## src/rtl/spi_reg_port_pkg.sv

```systemverilog
package spi_reg_port_pkg;

  // Position of the receiver inside a frame.
  typedef enum logic [1:0] {
    PH_IDLE    = 2'd0,  // chip select low
    PH_HEADER  = 2'd1,  // direction, address and spare bit
    PH_PAYLOAD = 2'd2,  // data field
    PH_OVERRUN = 2'd3   // more clocks than a frame holds
  } frame_phase_e;

endpackage

```

## src/rtl/spi_pin_sync.sv

```systemverilog
// Brings asynchronous pins into the clk domain and, for the low EDGE_W
// bits, produces single-cycle rise and fall pulses.
module spi_pin_sync #(
  parameter int WIDTH  = 3,
  parameter int EDGE_W = 2,
  parameter int STAGES = 2
) (
  input  logic              clk,
  input  logic              rst,
  input  logic [WIDTH-1:0]  din,
  output logic [WIDTH-1:0]  level,
  output logic [EDGE_W-1:0] rise,
  output logic [EDGE_W-1:0] fall
);

  logic [STAGES-1:0][WIDTH-1:0] chain;
  logic [EDGE_W-1:0]            prev;

  generate
    if (STAGES == 1) begin : g_one
      always_ff @(posedge clk) begin
        if (rst) chain <= '0;
        else     chain <= din;
      end
    end else begin : g_many
      always_ff @(posedge clk) begin
        if (rst) chain <= '0;
        else     chain <= {chain[STAGES-2:0], din};
      end
    end
  endgenerate

  always_ff @(posedge clk) begin
    if (rst) prev <= '0;
    else     prev <= chain[STAGES-1][EDGE_W-1:0];
  end

  assign level = chain[STAGES-1];
  assign rise  =  level[EDGE_W-1:0] & ~prev;
  assign fall  = ~level[EDGE_W-1:0] &  prev;

endmodule

```

## src/rtl/spi_frame_rx.sv

```systemverilog
// Counts rising SCK edges, captures direction and address, and decides
// at deselect whether the frame was complete.
module spi_frame_rx
  import spi_reg_port_pkg::*;
#(
  parameter int ADDR_W = 6,
  parameter int PAD_W  = 1,
  parameter int DATA_W = 24
) (
  input  logic              clk,
  input  logic              rst,
  input  logic              cs_lvl,
  input  logic              cs_rise,
  input  logic              cs_fall,
  input  logic              sck_rise,
  input  logic              mosi_lvl,
  output logic [ADDR_W-1:0] addr_q,
  output logic              addr_cap,
  output logic              in_payload,
  output logic              frame_end,
  output logic              wr_commit,
  output logic [DATA_W-1:0] data_q
);

  localparam int HDR_W   = 1 + ADDR_W + PAD_W;
  localparam int FRAME_W = HDR_W + DATA_W;
  localparam int CNT_W   = $clog2(FRAME_W + 2);
  localparam logic [CNT_W-1:0] CNT_DIR  = '0;
  localparam logic [CNT_W-1:0] CNT_ADDR = CNT_W'(ADDR_W);
  localparam logic [CNT_W-1:0] CNT_HDR  = CNT_W'(HDR_W - 1);
  localparam logic [CNT_W-1:0] CNT_FULL = CNT_W'(FRAME_W);

  frame_phase_e       phase;
  logic [CNT_W-1:0]   cnt;
  logic [FRAME_W-1:0] rx_sr;
  logic               dir_q;
  logic               counting;

  assign counting   = cs_lvl && sck_rise &&
                      (phase == PH_HEADER || phase == PH_PAYLOAD);
  assign in_payload = (phase == PH_PAYLOAD);

  always_ff @(posedge clk) begin
    if (rst) begin
      phase     <= PH_IDLE;
      cnt       <= '0;
      rx_sr     <= '0;
      dir_q     <= 1'b0;
      addr_q    <= '0;
      addr_cap  <= 1'b0;
      frame_end <= 1'b0;
      wr_commit <= 1'b0;
      data_q    <= '0;
    end else begin
      addr_cap  <= 1'b0;
      frame_end <= 1'b0;
      wr_commit <= 1'b0;
      if (cs_rise) begin
        phase <= PH_HEADER;
        cnt   <= '0;
      end else if (cs_fall) begin
        phase <= PH_IDLE;
        if (phase == PH_PAYLOAD && cnt == CNT_FULL) begin
          frame_end <= 1'b1;
          wr_commit <= dir_q;
          data_q    <= rx_sr[DATA_W-1:0];
        end
      end else if (counting) begin
        rx_sr <= {rx_sr[FRAME_W-2:0], mosi_lvl};
        cnt   <= cnt + 1'b1;
        if (cnt == CNT_DIR) dir_q <= mosi_lvl;
        if (cnt == CNT_ADDR) begin
          addr_q   <= {rx_sr[ADDR_W-2:0], mosi_lvl};
          addr_cap <= 1'b1;
        end
        if (cnt == CNT_HDR)  phase <= PH_PAYLOAD;
        if (cnt == CNT_FULL) phase <= PH_OVERRUN;
      end
    end
  end

endmodule

```

## src/rtl/spi_frame_tx.sv

```systemverilog
// Loads the bank read data once the address is known and shifts it out
// on falling SCK edges during the data field.
module spi_frame_tx #(
  parameter int DATA_W     = 24,
  parameter int RD_LATENCY = 1
) (
  input  logic              clk,
  input  logic              rst,
  input  logic              cs_lvl,
  input  logic              cs_rise,
  input  logic              sck_fall,
  input  logic              shift_en,
  input  logic              load_req,
  input  logic [DATA_W-1:0] rd_data,
  output logic              miso
);

  logic [RD_LATENCY:0] ld_pipe;
  logic [RD_LATENCY:0] ld_next;
  logic [DATA_W-1:0]   tx_sr;

  always_comb begin
    ld_next    = ld_pipe << 1;
    ld_next[0] = load_req;
  end

  always_ff @(posedge clk) begin
    if (rst || !cs_lvl || cs_rise) begin
      ld_pipe <= '0;
      tx_sr   <= '0;
      miso    <= 1'b0;
    end else begin
      ld_pipe <= ld_next;
      if (ld_pipe[RD_LATENCY]) begin
        tx_sr <= rd_data;
      end else if (sck_fall && shift_en) begin
        miso  <= tx_sr[DATA_W-1];
        tx_sr <= {tx_sr[DATA_W-2:0], 1'b0};
      end
    end
  end

endmodule

```

## src/rtl/spi_reg_port.sv

```systemverilog
module spi_reg_port #(
  parameter int ADDR_W      = 6,
  parameter int PAD_W       = 1,
  parameter int DATA_W      = 24,
  parameter int SYNC_STAGES = 2,
  parameter int RD_LATENCY  = 1
) (
  input  logic              clk,
  input  logic              rst,
  input  logic              spi_sck,
  input  logic              spi_cs,
  input  logic              spi_mosi,
  output logic              spi_miso,
  output logic [ADDR_W-1:0] reg_addr,
  output logic              reg_wr_en,
  output logic [DATA_W-1:0] reg_wr_data,
  input  logic [DATA_W-1:0] reg_rd_data,
  output logic              frame_done
);

  localparam int PIN_W  = 3;
  localparam int EDGE_W = 2;
  localparam int P_CS   = 0;
  localparam int P_SCK  = 1;
  localparam int P_MOSI = 2;

  logic [PIN_W-1:0]  pin_lvl;
  logic [EDGE_W-1:0] pin_rise;
  logic [EDGE_W-1:0] pin_fall;
  logic              addr_cap;
  logic              in_payload;

  spi_pin_sync #(
    .WIDTH (PIN_W),
    .EDGE_W(EDGE_W),
    .STAGES(SYNC_STAGES)
  ) u_sync (
    .clk  (clk),
    .rst  (rst),
    .din  ({spi_mosi, spi_sck, spi_cs}),
    .level(pin_lvl),
    .rise (pin_rise),
    .fall (pin_fall)
  );

  spi_frame_rx #(
    .ADDR_W(ADDR_W),
    .PAD_W (PAD_W),
    .DATA_W(DATA_W)
  ) u_rx (
    .clk       (clk),
    .rst       (rst),
    .cs_lvl    (pin_lvl[P_CS]),
    .cs_rise   (pin_rise[P_CS]),
    .cs_fall   (pin_fall[P_CS]),
    .sck_rise  (pin_rise[P_SCK]),
    .mosi_lvl  (pin_lvl[P_MOSI]),
    .addr_q    (reg_addr),
    .addr_cap  (addr_cap),
    .in_payload(in_payload),
    .frame_end (frame_done),
    .wr_commit (reg_wr_en),
    .data_q    (reg_wr_data)
  );

  spi_frame_tx #(
    .DATA_W    (DATA_W),
    .RD_LATENCY(RD_LATENCY)
  ) u_tx (
    .clk     (clk),
    .rst     (rst),
    .cs_lvl  (pin_lvl[P_CS]),
    .cs_rise (pin_rise[P_CS]),
    .sck_fall(pin_fall[P_SCK]),
    .shift_en(in_payload),
    .load_req(addr_cap),
    .rd_data (reg_rd_data),
    .miso    (spi_miso)
  );

endmodule

```

## config.mk

```make
export PLATFORM = sky130hd
export DESIGN_NAME = spi_reg_port
export DESIGN_NICKNAME = d
export VERILOG_FILES = /design/src/rtl/spi_reg_port_pkg.sv /design/src/rtl/spi_pin_sync.sv /design/src/rtl/spi_frame_rx.sv /design/src/rtl/spi_frame_tx.sv /design/src/rtl/spi_reg_port.sv
export SDC_FILE = /design/constraint.sdc
export NUM_CORES = 1
export LEC_CHECK = 0
export ABC_AREA = 1
export BUFFER_PORTS_ARGS = -buffer_cell sky130_fd_sc_hd__buf_4
export CORE_ASPECT_RATIO = 1.25
export CORE_MARGIN = 1.5
export CORE_UTILIZATION = 50
export CTS_CLUSTER_SIZE = 24
export DETAILED_ROUTE_END_ITERATION = 6
export PLACE_DENSITY_LB_ADDON = 0.12
export RECOVER_POWER = 100
export SLEW_MARGIN = 20
export SYNTH_ARGS = -nofsm -noshare
export SYNTH_HDL_FRONTEND = slang
export SYNTH_HIERARCHICAL = 1
export SYNTH_SLANG_ARGS = --single-unit
```

## constraint.sdc

```tcl
create_clock -name clk -period 1.85 [get_ports clk]
set_clock_uncertainty 0.2 [all_clocks]
set_input_delay 0.0925 -clock clk [delete_from_list [all_inputs] [get_ports clk]]
set_output_delay 0.0925 -clock clk [all_outputs]
set_load 0.1 [all_outputs]
```

==> results.md, run 1 <==
* DR pass1 iterations at 6
* CP endpoint: u_rx/rx_sr[11]$_SDFFE_PP0P_
* Vias in the first global route at between 3000 and 4000
* CTS H-Tree Depth at 3
* Die H at 106 um
* Outcome: complete, but fails checks
* Total wire length at about 8500 um
* Final setup fails at 0
* Detailed placement HPWL at approximately 5400 um
* Deepest clock path buffer count at 2
* IO Pins at 62
* Initial drt markers at 172
* IO Port Bufs at 61
* Initial antenna violation count at 0
* DRC at 6
* Placer Congestion at between 0.7 and 0.8
* NumNets Final at 673
* Dpl cell area at 4700 um^2
* Critical path origin: u_sync/level[1]$_SDFF_PP0_
* Floorplan row count at 37
* Final hold viol count at 0
* Failing checks: DRC
* Crit Reg-Reg Endpoint: u_rx/rx_sr[11]$_SDFFE_PP0P_
* Clock buffer count from CTS at 9
* Gr ovfl total at 0
* CTS sink count at 101
* Slew HR at 62.9%
* Setup Crit Path Kind: flop to flop
* Commonest non-fill, non-tap cells in the layout: nor2_1, nand2_1, dfxtp_1, o21ai_0, buf_4
* Final Instance Area at 5100 um^2
* Yosys warnings at 6
* Post-synthesis cell area at around 4200 um^2
* CTS tree: built
* Share of cells above drive strength 1 at 18.9%
* Clock root buffer master: clkbuf_8
* Syn Area/Cell at 7.62 um^2
* Crit path time final at between 1.5 and 2 ns
* Final core occ at 61.9%
* R2R Path Start: u_sync/level[1]$_SDFF_PP0_
* Critical-path maximum fanout at 19
* Slew at the pin closest to its max-slew limit at 0.559 ns
* Tot GR Track Use at 19.8%
* Core area at 8240 um^2
* Total Neg Setup Slack at 0 ns
* Reg area at 2020 um^2
* Design Power at 3700 uW
* R2R Setup Slk at 0.17 ns
* Post-route ant nets at 0
* Power density over the cells at 725 nW/um^2
* R2r worst-path depth at 9
* Syn nets at ~590
* Area taken by multi-input logic gates at 1800 um^2
* Drt via density at 4.87
* Cells after synthesis at ~560
* Largest net degree at the start of global routing at 39
* Peak supply drop at 0.000413 V
* Max-slew violation count at 0
* MaxCap Viol Count at 0
* Wire length per cell at 11.5 um
* Global-route wire length before repair at 14600 um
* Total number of vias at 3616
* Fmax at 595 MHz
* Worst min-delay path category: flop to flop
* Die area at 9020 um^2
* Final Cycle Share at between 90% and 100%
* CP startpoint kind: flop
* Critical path capture point type: flop
* Antenna cells at 0
* P_leak at 0.00222 uW
* Initial Util at 51.3%
* Syn-to-layout area delta at 20.6%
* Setup repair bufs after CTS at 0
* Die X-Extent at 85.2 um
* Clk_lat worst skew at 0.36 ns
* Fill cells at approximately 770
* CP Data Arrival Time at 1.78 ns
* Data required time of the worst path at 1.95 ns
* Reg clk slew, reported paths at 0.11 ns
power by group:
| part | switching (uW) | internal, uW | leakage [uW] | total, uW |
|---|---|---|---|---|
| logic | 73.8 | 103 | 0.00131 | 177 |
| registers | 4.49 | 2180 | 0.000815 | 2190 |
| clock network | 811 | 524 | 0.0000918 | 1340 |
critical path, cell delays in order (launching register included):
cell and delay [ns]:
dfxtp_1 0.34, inv_1 0.05, nor2_1 0.14, nand2_2 0.10
nor2_2 0.16, nand2_2 0.13, nor2_4 0.17, buf_12 0.16
nor2_1 0.04, nor2_1 0.11
worst min-delay path by stage:
stage                                 endpoint  slack [ns]  cells after the start                  startpoint
finish              u_sync/level[1]$_SDFF_PP0_        0.21                      2  u_sync/chain[1]$_SDFF_PP0_
CTS                 u_sync/level[1]$_SDFF_PP0_        0.22                      2  u_sync/chain[1]$_SDFF_PP0_
global route        u_tx/ld_pipe[0]$_SDFF_PP0_        0.23                      2    u_rx/addr_cap$_SDFF_PP0_
global placement    u_sync/chain[1]$_SDFF_PP0_        0.09                      3                     spi_sck
floorplan           u_rx/phase[0]$_SDFFE_PP0P_       -0.04                      1                         rst
detailed placement  u_sync/chain[1]$_SDFF_PP0_        0.10                      3                     spi_sck
registers in the layout, summed over array words and instances (netlist names), 2 cells and up:
name	flops
u_rx/addr_q	6
u_rx/cnt	6
u_rx/data_q	24
u_rx/phase	2
u_rx/rx_sr	24
u_sync/chain	3
u_sync/level	3
u_sync/prev	2
u_tx/ld_pipe	2
u_tx/tx_sr	24
metal layers:
metal  wire [um]  share of wire, %  global-route usage, %
met1        3850                45                   23.3
met2        4280                50                   35.9
met4         125               1.5                   8.08
met3         298               3.5                   2.35
met5           0                 0                      0
final cells by class:
class / count / area share, %
well taps: 97 / 2.38
repair buffers: 106 / 16.2
clock inverters: 7 / 1.30
flip-flops and latches: 101 / 39.7
clock buffers: 9 / 2.43
inverters: 36 / 2.80
multi-input cells: 386 / 35.3
per-stage QoR:
step                cells  worst slack, ns  hold slack (ns)
finish                742            0.168            0.214
global route          742         -0.00705            0.228
CTS                   742           0.0953            0.219
detailed placement    695            0.112            0.101
global placement      695            0.138           0.0909
floorplan             555            0.149          -0.0384
timing repair:
action,in CTS,in global routing
gates resized for setup,0,5
hold endpoints to repair,36,0
hold buffers,31,0
setup endpoints to repair,0,19
Note: power is estimated with default switching activity, not from simulation.
==> inputs of run 2 (changes only) <==
Clock period 1.85 ns to 1.8 ns, I/O delays scaled along.
==> results.md, run 2 (synthesis results as in run 1) <==
* Tot GR Track Use at 20.8% (was 19.8%)
* RSZ-0062 raised after global routing: no
* Worst hold slack at 0.211 ns (was 0.214 ns)
* Vias in the first global route at 3504 (was 3426)
* Antenna cells at 0 (unchanged)
* Critical path capture point type: flop (unchanged)
* Die X-Extent at 85.2 um (unchanged)
* Initial antenna violation count at 0 (unchanged)
* Global-route wire length before repair at 15300 um (was 14600 um)
* Setup Crit Path Kind: flop to flop (unchanged)
* Slew HR at 62.8% (was 62.9%)
* Top flop regs: u_rx/data_q: 24 flops, u_rx/rx_sr: 24 flops, u_tx/tx_sr: 24 flops (unchanged)
* Total wire length at 8720 um (was 8550 um)
* Wire length per cell at 11.7 um (was 11.5 um)
* Initial Util at 51.3% (unchanged)
* Core area at 8240 um^2 (unchanged)
* R2R Path Start: u_rx/phase[0]$_SDFFE_PP0P_ (was u_sync/level[1]$_SDFF_PP0_)
* CP startpoint kind: flop (unchanged)
* Clk_lat worst skew at 0.37 ns (was 0.36 ns)
* Data required time of the worst path at 1.91 ns (was 1.95 ns)
* CP max stage delay at 0.33 ns (was 0.34 ns)
* MaxCap Viol Count at 0 (unchanged)
* Final Cycle Share at 94.3% (was 90.9%)
* Reg clk slew, reported paths at 0.09 ns (was 0.11 ns)
* DR pass1 iterations at 6 (unchanged)
* CTS sink count at 101 (unchanged)
* Crit-path cells: inv_2 -> ha_4 -> nor3_4 -> nand2_2 -> nor2_4 -> buf_6 -> clkbuf_4 -> nor2_1 -> nor2_1 (was inv_1 -> nor2_1 -> nand2_2 -> nor2_2 -> nand2_2 -> nor2_4 -> buf_12 -> nor2_1 -> nor2_1)
* Initial drt markers at 143 (was 172)
* Crit path time final at 1.70 ns (was 1.68 ns)
* Final core occ at 62.1% (was 61.9%)
* Drt via density at 4.92 (was 4.87)
* CP Data Arrival Time at 1.80 ns (was 1.78 ns)
* Total number of vias at 3655 (was 3616)
* P_leak at 0.00224 uW (was 0.00222 uW)
* Commonest non-fill, non-tap cells in the layout: nor2_1, nand2_1, dfxtp_1, o21ai_0, clkbuf_2 (was nor2_1, nand2_1, dfxtp_1, o21ai_0, buf_4)
* R2R Setup Slk at 0.10 ns (was 0.17 ns)
* Critical-path maximum fanout at 4 (was 19)
* Slew at the pin closest to its max-slew limit at 0.560 ns (was 0.559 ns)
* Clock buffer count from CTS at 9 (unchanged)
* Placed cells at 694 (was 695)
* IO Pins at 62 (unchanged)
* Deepest clock path buffer count at 2 (unchanged)
* Floorplan row count at 37 (unchanged)
* Post-route ant nets at 0 (unchanged)
* Failing checks: DRC (unchanged)
* Die area at 9020 um^2 (unchanged)
* CTS tree: built (unchanged)
* Power density over the cells at 758 nW/um^2 (was 725 nW/um^2)
* Critical path's slowest cell: dfxtp_2 (was dfxtp_1)
* Final hold viol count at 0 (unchanged)
* NumNets Final at 675 (was 673)
* Min-delay src: u_sync/chain[1]$_SDFF_PP0_ (unchanged)
* Die H at 106 um (unchanged)
* Total Neg Setup Slack at 0 ns (unchanged)
* Clock root buffer master: clkbuf_8 (unchanged)
* Max-slew violation count at 0 (unchanged)
* Placer Congestion at 0.767 (was 0.757)
* Commonest non-fill, non-tap cell in the layout: nor2_1
* Peak supply drop at 0.000512 V (was 0.000413 V)
* Final setup fails at 0 (unchanged)
* Gr ovfl total at 0 (unchanged)
* IO Port Bufs at 61 (unchanged)
* Outcome: complete, but fails checks (unchanged)
* DRC at 6 (unchanged)
* Critical path origin: u_rx/phase[0]$_SDFFE_PP0P_ (was u_sync/level[1]$_SDFF_PP0_)
* Crit-path most repeated cell: nor2_1 (unchanged)
* Detailed placement HPWL at 5350 um (was 5420 um)
* Syn-to-layout area delta at 21.2% (was 20.6%)
* Share of cells above drive strength 1 at 18.9% (about the same)
* Worst min-delay path category: flop to flop (unchanged)
* Largest net degree at the start of global routing at 56 (was 39)
* Non-Filler Instances at 743 (was 742)
* Fmax at 589 MHz (was 595 MHz)
* CTS H-Tree Depth at 3 (unchanged)
run 2: report_power, final:
group          total (uW)  switching, uW  internal, uW
Combinational         183           75.3           108
Clock                1450            741           712
Sequential           2250           4.60          2240
Total                3880            821          3060
run 2: metrics by stage:
step	area, um^2	setup slack, ns	power, uW
floorplan	4230	0.0989	2360
global placement	4700	0.0916	2420
detailed placement	4700	0.0438	2430
CTS	5210	0.0297	3930
global route	5120	0.0142	4040
finish	5120	0.102	3880
run 2: final cells by class:
| cell class | count | area (um^2) |
|---|---|---|
| Clock inverter | 3 | 45.0 |
| Tap cell | 97 | 121 |
| Sequential cell | 101 | 2020 |
| Inverter | 36 | 143 |
| Clock buffer | 12 | 155 |
| Fill cell | 762 | 3120 |
| Timing Repair Buffer | 108 | 850 |
| Multi-Input combinational cell | 386 | 1780 |
run 2: per-layer routing:
layer  part of all wire [%]  GRT usage, %  up-vias
li1                       -             -     1914
met1                     45          25.3     1672
met2                     50          36.1       61
met3                    3.6          4.15        8
met4                    1.1          7.38        0
met5                      0             0        -
run 2: path summary, 6_finish.rpt:
path	endpoint	cells past startpoint
setup reg to reg	u_rx/addr_q[3]$_SDFFE_PP0P_	9
setup / recovery	u_rx/addr_q[3]$_SDFFE_PP0P_	9
hold reg to reg	u_sync/level[1]$_SDFF_PP0_	2
hold / removal	u_sync/level[1]$_SDFF_PP0_	2
run 2: worst max-delay path, delay by kind of cell, from the launching register on:
family	cells	cell delay, ns
and+or+nand+nor	5	0.59
buffers and inverters	3	0.28
adders and majority gates	1	0.24
DFF	1	0.33
run 2: timing repair:
item,in CTS,in global routing
hold buffers,31,0
resized for setup,0,10
setup endpoints to repair,0,35
buffers inserted,0,3
endpoints found under the hold margin,36,0
==> inputs of run 3 (changes only) <==
Settings changed: PLACE_DENSITY set to 0.77, PLACE_DENSITY_LB_ADDON 0.12 to unset.
==> results.md, run 3 (synthesis results as in run 1) <==
* Drt via density at 5.04 (was 4.92)
* Design Power at 3800 uW (was 3880 uW)
* Detailed placement HPWL at 5520 um (was 5350 um)
* P_leak at 0.00222 uW (was 0.00224 uW)
* RSZ-0062 raised after global routing: yes (was no)
* Floorplan row count at 37 (unchanged)
* Core area at 8240 um^2 (unchanged)
* Final hold viol count at 0 (unchanged)
* Slew HR at 62.7% (was 62.8%)
* Tot GR Track Use at 20.4% (was 20.8%)
* Share of cells above drive strength 1 at 19.7% (was 18.9%)
* Total wire length at 8810 um (was 8720 um)
* Outcome: complete, but fails checks (unchanged)
* Final core occ at 62.0% (was 62.1%)
* Worst min-delay path category: flop to flop (unchanged)
* Clk_lat worst skew at 0.36 ns (was 0.37 ns)
* Reg area at 2020 um^2 (about the same)
* Largest net degree at the start of global routing at 56 (unchanged)
* Final setup fails at 0 (unchanged)
* Post-route ant nets at 0 (unchanged)
* Dpl cell area at 4680 um^2 (was 4700 um^2)
* R2R Setup Slk at 0.05 ns (was 0.10 ns)
* Initial Util at 51.3% (unchanged)
* Area taken by multi-input logic gates at 1820 um^2 (was 1780 um^2)
* R2r worst-path depth at 7 (was 9)
* DR pass1 iterations at 6 (unchanged)
* Setup repair bufs after CTS at 0 (unchanged)
* Final Instance Area at 5110 um^2 (was 5120 um^2)
* Syn-to-layout area delta at 20.9% (was 21.2%)
* Power density over the cells at 744 nW/um^2 (was 758 nW/um^2)
* Critical path capture point type: flop (unchanged)
* R2R Path Start: u_rx/phase[0]$_SDFFE_PP0P_ (unchanged)
* Worst hold slack at 0.210 ns (was 0.211 ns)
* Hold Path Depth at 2 (unchanged)
* NumNets Final at 672 (was 675)
* Antenna cells at 0 (unchanged)
* Gr ovfl total at 0 (unchanged)
* IO Port Bufs at 61 (unchanged)
* Slew at the pin closest to its max-slew limit at 0.562 ns (was 0.560 ns)
* Placer Congestion at 0.880 (was 0.767)
* Fill cells at 762 (unchanged)
* CP startpoint kind: flop (unchanged)
* Min-delay src: u_sync/chain[1]$_SDFF_PP0_ (unchanged)
* CTS sink count at 101 (unchanged)
* Clock root buffer master: clkbuf_8 (unchanged)
* IO Pins at 62 (unchanged)
* Crit path time final at 1.75 ns (was 1.70 ns)
* Placement Setup Slack at 0.0407 ns (was 0.0438 ns)
* Data required time of the worst path at 1.86 ns (was 1.91 ns)
* Vias in the first global route at 3468 (was 3504)
* Failing checks: DRC (unchanged)
* Reg clk slew, reported paths at 0.10 ns (was 0.09 ns)
* Initial drt markers at 114 (was 143)
* Die H at 106 um (unchanged)
* Fmax at 570 MHz (was 589 MHz)
* Setup Crit Path Kind: flop to flop (unchanged)
* Peak supply drop at 0.000463 V (was 0.000512 V)
* Initial antenna violation count at 0 (unchanged)
* Clock buffer count from CTS at 9 (unchanged)
* DRC at 4 (was 6)
* CP Data Arrival Time at 1.81 ns (was 1.80 ns)
* Die X-Extent at 85.2 um (unchanged)
* CTS H-Tree Depth at 3 (unchanged)
* Global-route wire length before repair at 14900 um (was 15300 um)
* CTS tree: built (unchanged)
* Critical-path maximum fanout at 30 (was 4)
* Total number of vias at 3736 (was 3655)
* MaxCap Viol Count at 0 (unchanged)
* Worst Hold Path EP: u_sync/level[1]$_SDFF_PP0_ (unchanged)
* Max-slew violation count at 0 (unchanged)
* Die area at 9020 um^2 (unchanged)
* Deepest clock path buffer count at 2 (unchanged)
* Final WS setup at 0.0456 ns (was 0.102 ns)
* Wire length per cell at 11.9 um (was 11.7 um)
* Crit Reg-Reg Endpoint: u_rx/rx_sr[5]$_SDFFE_PP0P_ (was u_rx/addr_q[3]$_SDFFE_PP0P_)
* Final Cycle Share at 97.5% (was 94.3%)
* Top flop regs: u_rx/data_q: 24 flops, u_rx/rx_sr: 24 flops, u_tx/tx_sr: 24 flops (unchanged)
* Commonest non-fill, non-tap cells in the layout: nand2_1, nor2_1, dfxtp_1, o21ai_0, buf_4 (was nor2_1, nand2_1, dfxtp_1, o21ai_0, clkbuf_2)
run 3: cell count changes in the layout (fill, tap and decap cells not counted), moves of 2 or more:
cell,change
nor2_2,+2
a21oi_2,+7
nand2_2,-2
inv_8,+2
nand2_4,+2
a21oi_1,-7
buf_6,-3
run 3: how the worst max path moves through the flow:
| stage | start | to | slack, ns | cells past startpoint |
|---|---|---|---|---|
| 2_1_floorplan | u_rx/phase[0]$_SDFFE_PP0P_ | u_rx/rx_sr[0]$_SDFFE_PP0P_ | 0.1 | 7 |
| 3_3_place_gp | u_sync/level[0]$_SDFF_PP0_ | u_rx/data_q[2]$_SDFFE_PP0P_ | 0.09 | 6 |
| 3_5_place_dp | u_rx/phase[0]$_SDFFE_PP0P_ | u_rx/rx_sr[5]$_SDFFE_PP0P_ | 0.04 | 7 |
| 4_1_cts | u_rx/phase[0]$_SDFFE_PP0P_ | u_rx/rx_sr[5]$_SDFFE_PP0P_ | 0.03 | 7 |
| 5_1_grt | u_rx/phase[0]$_SDFFE_PP0P_ | u_rx/rx_sr[17]$_SDFFE_PP0P_ | -0.02 | 8 |
| 6_report | u_rx/phase[0]$_SDFFE_PP0P_ | u_rx/rx_sr[5]$_SDFFE_PP0P_ | 0.05 | 7 |
run 3: area by class of cell:
class / count / area share [%]
flip-flops and latches: 101 / 39.6
multi-input cells: 387 / 35.6
repair buffers: 104 / 15.9
inverters: 36 / 2.79
clock buffers: 10 / 2.69
well taps: 97 / 2.37
clock inverters: 6 / 1.08
run 3: critical path, cell delays in order, from the launching register on:
cell	delay, ns
dfxtp_1	0.32
inv_1	0.05
ha_1	0.35
nor3_4	0.19
nand2_4	0.11
buf_12	0.17
o21ai_0	0.20
nor2_1	0.07
run 3: metrics by stage:
step / cells / setup TNS, ns
final: 741 / 0
after global routing: 741 / -0.118
after CTS: 740 / 0
after detailed placement: 693 / 0
after global placement: 693 / 0
after floorplan: 555 / 0
run 3: power by group:
group,total [uW],switching [uW],leakage [uW],internal [uW]
sequential,2250,4.37,0.000815,2240
combinational,185,78.4,0.00131,107
clock,1370,802,0.0000929,567
run 3: per-layer routing:
layer | wire [um] | GRT usage [%] | share of wire, %
met5 | 0 | 0 | 0
met4 | 150 | 8.78 | 1.7
met3 | 345 | 3.84 | 3.9
met2 | 4500 | 36.7 | 51
met1 | 3810 | 23.4 | 43
run 3: timing repair:
action / 4_1_cts / 5_1_grt
gates resized for setup: 0 / 7
endpoints found under the hold margin: 36 / 0
endpoints found under the setup margin: 0 / 50
hold buffers: 31 / 0
